--- src/rtl/irq_route_pkg.sv ---
package irq_route_pkg;

   typedef enum logic [1:0] {
      HINT_IDLE = 2'b00,
      HINT_BUSY = 2'b01,
      HINT_OFF  = 2'b10
   } hint_lvl_e;

   // Out-of-range code saturates to the highest level
   function automatic logic [1:0] hint_clamp(input logic [1:0] raw);
      return (raw == 2'b11) ? HINT_OFF : raw;
   endfunction

endpackage

--- src/rtl/irq_route_table.sv ---
module irq_route_table #(
   parameter int N_IRQ       = 64,
   parameter int N_CPU       = 8,
   parameter bit REDIR_AVAIL = 1'b1,
   localparam int IRQ_W      = $clog2(N_IRQ)
) (
   input  logic             clk,
   input  logic             rst_n,
   input  logic             wr_en,
   input  logic [IRQ_W-1:0] wr_addr,
   input  logic [N_CPU-1:0] wr_mask,
   input  logic             wr_redir,
   input  logic [IRQ_W-1:0] rd_addr,
   output logic [N_CPU-1:0] rd_mask,
   output logic             rd_redir
);

   logic [N_CPU-1:0] mask_q [N_IRQ];
   logic             wr_ok;

   assign wr_ok = wr_en && (int'(wr_addr) < N_IRQ);

   // Reset target: CPU 0 when redirection exists, round-robin spread otherwise
   function automatic logic [N_CPU-1:0] reset_mask(input int idx);
      logic [N_CPU-1:0] m;
      m = '0;
      if (REDIR_AVAIL) m[0] = 1'b1;
      else             m[idx % N_CPU] = 1'b1;
      return m;
   endfunction

   always_ff @(posedge clk) begin
      if (!rst_n) begin
         for (int i = 0; i < N_IRQ; i++) mask_q[i] <= reset_mask(i);
      end else if (wr_ok) begin
         mask_q[wr_addr] <= wr_mask;
      end
   end

   assign rd_mask = mask_q[rd_addr];

   generate
      if (REDIR_AVAIL) begin : g_mode_store
         logic mode_q [N_IRQ];
         always_ff @(posedge clk) begin
            if (!rst_n) begin
               for (int i = 0; i < N_IRQ; i++) mode_q[i] <= 1'b1;
            end else if (wr_ok) begin
               mode_q[wr_addr] <= wr_redir;
            end
         end
         assign rd_redir = mode_q[rd_addr];
      end else begin : g_mode_fixed
         logic unused_wr_redir;
         assign unused_wr_redir = wr_redir;
         assign rd_redir        = 1'b0;
      end
   endgenerate

endmodule

--- src/rtl/irq_hint_bank.sv ---
module irq_hint_bank
   import irq_route_pkg::*;
#(
   parameter int N_CPU  = 8,
   parameter int ADDR_W = 6,
   localparam int HW    = 2
) (
   input  logic              clk,
   input  logic              rst_n,
   input  logic              wr_en,
   input  logic [ADDR_W-1:0] wr_addr,
   input  logic [HW-1:0]     wr_lvl,
   output logic [N_CPU*HW-1:0] lvl_flat
);

   logic [HW-1:0] lvl_q [N_CPU];

   always_ff @(posedge clk) begin
      if (!rst_n) begin
         for (int c = 0; c < N_CPU; c++) lvl_q[c] <= HINT_IDLE;
      end else if (wr_en && (int'(wr_addr) < N_CPU)) begin
         lvl_q[wr_addr] <= hint_clamp(wr_lvl);
      end
   end

   generate
      for (genvar c = 0; c < N_CPU; c++) begin : g_flat
         assign lvl_flat[c*HW +: HW] = lvl_q[c];
      end
   endgenerate

endmodule

--- src/rtl/irq_dest_select.sv ---
module irq_dest_select #(
   parameter int N_CPU = 8,
   localparam int HW    = 2,
   localparam int CPU_W = (N_CPU > 1) ? $clog2(N_CPU) : 1
) (
   input  logic [N_CPU-1:0]    mask,
   input  logic                redir,
   input  logic [N_CPU*HW-1:0] lvl_flat,
   output logic                hit,
   output logic [N_CPU-1:0]    target
);

   logic [HW-1:0]    lvl [N_CPU];
   logic [CPU_W-1:0] home_idx;
   logic [CPU_W-1:0] best_idx;
   logic [HW-1:0]    best_lvl;
   logic [CPU_W-1:0] pick_idx;

   generate
      for (genvar c = 0; c < N_CPU; c++) begin : g_unpack
         assign lvl[c] = lvl_flat[c*HW +: HW];
      end
   endgenerate

   // Home CPU: lowest set mask bit
   always_comb begin
      home_idx = '0;
      for (int i = N_CPU - 1; i >= 0; i--) begin
         if (mask[i]) home_idx = CPU_W'(i);
      end
   end

   // Rotating minimum search beginning at the home CPU
   always_comb begin
      int cand;
      best_idx = home_idx;
      best_lvl = lvl[home_idx];
      for (int k = 1; k < N_CPU; k++) begin
         cand = int'(home_idx) + k;
         if (cand >= N_CPU) cand = cand - N_CPU;
         if (lvl[cand] < best_lvl) begin
            best_idx = CPU_W'(cand);
            best_lvl = lvl[cand];
         end
      end
   end

   assign pick_idx = redir ? best_idx : home_idx;
   assign hit      = |mask;

   always_comb begin
      target           = '0;
      target[pick_idx] = 1'b1;
   end

endmodule

--- src/rtl/irq_dest_router.sv ---
module irq_dest_router #(
   parameter int N_CPU       = 8,
   parameter int N_IRQ       = 64,
   parameter bit REDIR_AVAIL = 1'b1,
   localparam int IRQ_W      = $clog2(N_IRQ),
   localparam int HW         = 2
) (
   input  logic             clk,
   input  logic             rst_n,
   input  logic             cfg_we,
   input  logic             cfg_hint_sel,
   input  logic [IRQ_W-1:0] cfg_addr,
   input  logic [N_CPU-1:0] cfg_mask,
   input  logic             cfg_redir,
   input  logic [1:0]       cfg_hint,
   input  logic             req_valid,
   input  logic [IRQ_W-1:0] req_irq,
   output logic             dlv_valid,
   output logic [N_CPU-1:0] dlv_cpu,
   output logic [IRQ_W-1:0] dlv_irq
);

   generate
      if (N_CPU < 2) begin : g_bad_cpu
         $error("irq_dest_router: N_CPU must be at least 2");
      end
      if (N_IRQ < N_CPU) begin : g_bad_irq
         $error("irq_dest_router: N_IRQ must not be below N_CPU");
      end
   endgenerate

   logic [N_CPU-1:0]    ent_mask;
   logic                ent_redir;
   logic [N_CPU*HW-1:0] hint_flat;
   logic                sel_hit;
   logic [N_CPU-1:0]    sel_target;

   irq_route_table #(
      .N_IRQ      (N_IRQ),
      .N_CPU      (N_CPU),
      .REDIR_AVAIL(REDIR_AVAIL)
   ) u_table (
      .clk     (clk),
      .rst_n   (rst_n),
      .wr_en   (cfg_we && !cfg_hint_sel),
      .wr_addr (cfg_addr),
      .wr_mask (cfg_mask),
      .wr_redir(cfg_redir),
      .rd_addr (req_irq),
      .rd_mask (ent_mask),
      .rd_redir(ent_redir)
   );

   irq_hint_bank #(
      .N_CPU (N_CPU),
      .ADDR_W(IRQ_W)
   ) u_hints (
      .clk     (clk),
      .rst_n   (rst_n),
      .wr_en   (cfg_we && cfg_hint_sel),
      .wr_addr (cfg_addr),
      .wr_lvl  (cfg_hint),
      .lvl_flat(hint_flat)
   );

   irq_dest_select #(
      .N_CPU(N_CPU)
   ) u_select (
      .mask    (ent_mask),
      .redir   (ent_redir),
      .lvl_flat(hint_flat),
      .hit     (sel_hit),
      .target  (sel_target)
   );

   always_ff @(posedge clk) begin
      if (!rst_n) begin
         dlv_valid <= 1'b0;
         dlv_cpu   <= '0;
         dlv_irq   <= '0;
      end else begin
         dlv_valid <= req_valid && sel_hit;
         if (req_valid) begin
            dlv_cpu <= sel_target;
            dlv_irq <= req_irq;
         end
      end
   end

endmodule

--- config.mk ---
export PLATFORM = sky130hd
export DESIGN_NAME = irq_dest_router
export DESIGN_NICKNAME = d
export VERILOG_FILES = /design/src/rtl/irq_route_pkg.sv /design/src/rtl/irq_route_table.sv /design/src/rtl/irq_hint_bank.sv /design/src/rtl/irq_dest_select.sv /design/src/rtl/irq_dest_router.sv
export SDC_FILE = /design/constraint.sdc
export NUM_CORES = 1
export LEC_CHECK = 0
export ABC_AREA = 1
export BUFFER_PORTS_ARGS = -buffer_cell sky130_fd_sc_hd__buf_2
export CAP_MARGIN = 25
export CORE_ASPECT_RATIO = 0.9
export CORE_UTILIZATION = 46
export CTS_CLUSTER_DIAMETER = 60
export DETAILED_ROUTE_END_ITERATION = 10
export PLACE_DENSITY = 0.66
export SLEW_MARGIN = 20
export SYNTH_ARGS = -nofsm -noshare
export SYNTH_HDL_FRONTEND = slang
export SYNTH_SLANG_ARGS = --single-unit
--- constraint.sdc ---
create_clock -name clk -period 14.7 [get_ports clk]
set_input_delay 1.47 -clock clk [delete_from_list [all_inputs] [get_ports clk]]
set_output_delay 1.47 -clock clk [all_outputs]
set_load 0.02 [all_outputs]
==> impl_metrics.tcl <==
set metrics [dict create \
    drive_above_1_share_pct 6.59 \
    ant_nets 0 \
    drc 0 \
    antenna_found_initial 3 \
    ir_drop_uv 109 \
    cts_tree "yes" \
    row_count 86 \
    cts_buffers 60 \
    synth_cell_types 38 \
    overflow 0 \
    portBuffers 42 \
    grt_use_total_pct 25.1 \
    grt_first_pass_wirelength_um 123000 \
    status "completed" \
    grt_max_degree 203 \
    cts_resized 0 \
    final_cell_mix "nor2_1, nand2_1, edfxtp_1" \
    postLayoutCoreUtil_pct 50.7 \
    dieArea_sq_mm 0.0639 \
    ctsLongestPathBuffers 3 \
    clkTransAtPathRegs_ps 60 \
    syn_nets 3109 \
    core-area_sq_mm 0.0618 \
    fmax_mhz 107 \
    cts_hold_buf 0 \
    period_minus_slack_ps 9330 \
    finalHoldViolCount 0 \
    dp_hpwl_um 48500 \
    seq_area_frac_synth_pct 62.4 \
    fin_crit_sh_pct 63.5 \
    ys_ff_latch 607 \
    final_common_cell "nor2_1" \
    num_io_pins 43 \
    required_ps 15260 \
    chipWidth_um 266 \
    setup_viol 0 \
    power-per-cell-area_mw_per_mm2 133 \
    drt-total-wl_um 80300 \
    slew_headroom_pct 31.3 \
    syn_area_sq_mm 0.0290 \
    syn_inst 3066 \
    drt_first_pass_iters 8 \
    wl_per_cell_um 20.7 \
    crit_path_start_kind "input pin" \
    total_power_mw 4.17 \
    slew_violations 0 \
    arrival_ps 9890 \
    critical_path_class "input pin to register" \
    finalNetCount 3042 \
    clk_root_buffer_cell "clkbuf_16" \
    rsz0062_at_grt "no" \
    drt_iter0_drc 2791 \
    worstPathMaxFanout 202 \
    htreeDepth 2 \
    p_leak_nw 11.7 \
    worst_setup_path_end_kind "register" \
    tightest_slew_ps 1030 \
    hold_class "register to register" \
    via_per_inst 5.72 \
    via_count 22200 \
    cpMostUsedCell "nand2_1" \
    die_h_um 240 \
    syn_avg_cell_area_sq_um 9.44 \
    postCtsSetupRepairBufs 0 \
    clkLatencyLatePin_ps 630 \
    critPathSlowestCell "buf_12" \
    max_stage_delay_ps 680 \
    syn_to_final_growth_pct 8.18 \
    cap_violations 0 \
    start_util_pct 46.9 \
    gp_congestion 0.927 \
    grt_pass1_vias 21300 \
    finClkSkew_ps 12.4 \
    fin_setup_tns_ps 0 \
    ys_warn_count 0 \
    cts.sinks 607 \
]
==> logic make-up (layout without fill, tap and decap cells) <==
group                      after synthesis  in the layout  synth area share, %
adders and majority gates               15             15                0.648
other                                    0              1                    0
DFF                                    607            607                 62.4
AOI/OAI and AO/OA                      397            397                 7.65
muxes                                    8              8                0.277
and+or+nand+nor                       1680           1680                 23.3
xor gates and xnor gates                 2              2               0.0865
buffers and inverters                  357            340                 5.64
==> cell usage after synthesis, drive strengths merged <==
cell type,n,area (sq um)
o21ai,228,1140
edfxtp,592,17800
clkbuf,97,364
inv,158,593
nor3,15,75.1
xnor2,1,16.3
nand3,234,1190
nand2,716,2770
a311oi,1,8.76
o22ai,78,488
xor2,1,8.76
clkinv,7,26.3
a31oi,4,25.0
o21a,1,7.51
buf,95,649
o221ai,2,17.5
a221oi,8,70.1
and2,1,8.76
a32o,8,80.1
ha,15,188
nand3b,1,7.51
a21oi,54,274
o31ai,1,7.51
mux2i,8,80.1
dfxtp,15,300
nor2,713,2680
o211ai,12,95.1
==> path summary, 6_finish.rpt <==
path,slack [ps],depth (start not counted),to,startpoint
max,5370,53,dlv_cpu[7],req_irq[0]
min,480,2,dlv_cpu[7],dlv_cpu[7]
max reg2reg,7940,47,dlv_cpu[7],u_table.mask_q[49][1]
min reg2reg,480,2,dlv_cpu[7],dlv_cpu[7]
==> worst max-delay path: cells and delay by family <==
kind / cells / cell delay [ps]
adder cells (fa/ha/maj): 2 / 840
AO/OA/AOI/OAI: 5 / 1110
buffers and inverters: 7 / 2370
multiplexers: 1 / 160
AND/OR/NAND/NOR: 38 / 3560
==> per-stage QoR <==
step / cell area (sq um) / setup slack [ps] / cells / hold slack [ps]
3_5_place_dp: 29400 / 4980 / 3772 / 469
5_1_grt: 31300 / 4690 / 3886 / 499
6_report: 31300 / 5370 / 3886 / 485
4_1_cts: 31300 / 5640 / 3884 / 483
3_3_place_gp: 29400 / 5200 / 3771 / 465
2_1_floorplan: 29000 / 8010 / 3066 / 545
==> cell type report <==
type	count	area [sq um]
multi-input cells	2102	9240
repair buffers	63	422
inverters	165	629
clock inverters	37	292
clock buffers	75	1610
fillers	5703	30400
well taps	836	1050
diodes	1	2.50
flip-flops and latches	607	18100
==> per-layer routing <==
metal | global-route usage [%] | routed length [um] | vias to the layer above
met5 | 0 | 15 | -
met4 | 7.05 | 1970 | 4
met3 | 4.99 | 8400 | 144
met2 | 39.4 | 36300 | 1162
met1 | 35.6 | 33600 | 10700
li1 | - | - | 10200
==> power breakdown <==
group	switching, mW	internal, mW	leakage, nW
sequential	0.0305	1.99	5.82
clock	0.662	0.843	0.943
combinational	0.461	0.186	4.95
total	1.15	3.02	11.7
==> sequential cells by signal, indices dropped and copies added, names as in the netlist <==
signal,count
u_hints.lvl_q,16
u_table.mask_q,512
dlv_irq,6
dlv_cpu,8
dlv_valid,1
u_table.g_mode_store.mode_q,64
Power figures use the tool's default switching activity.
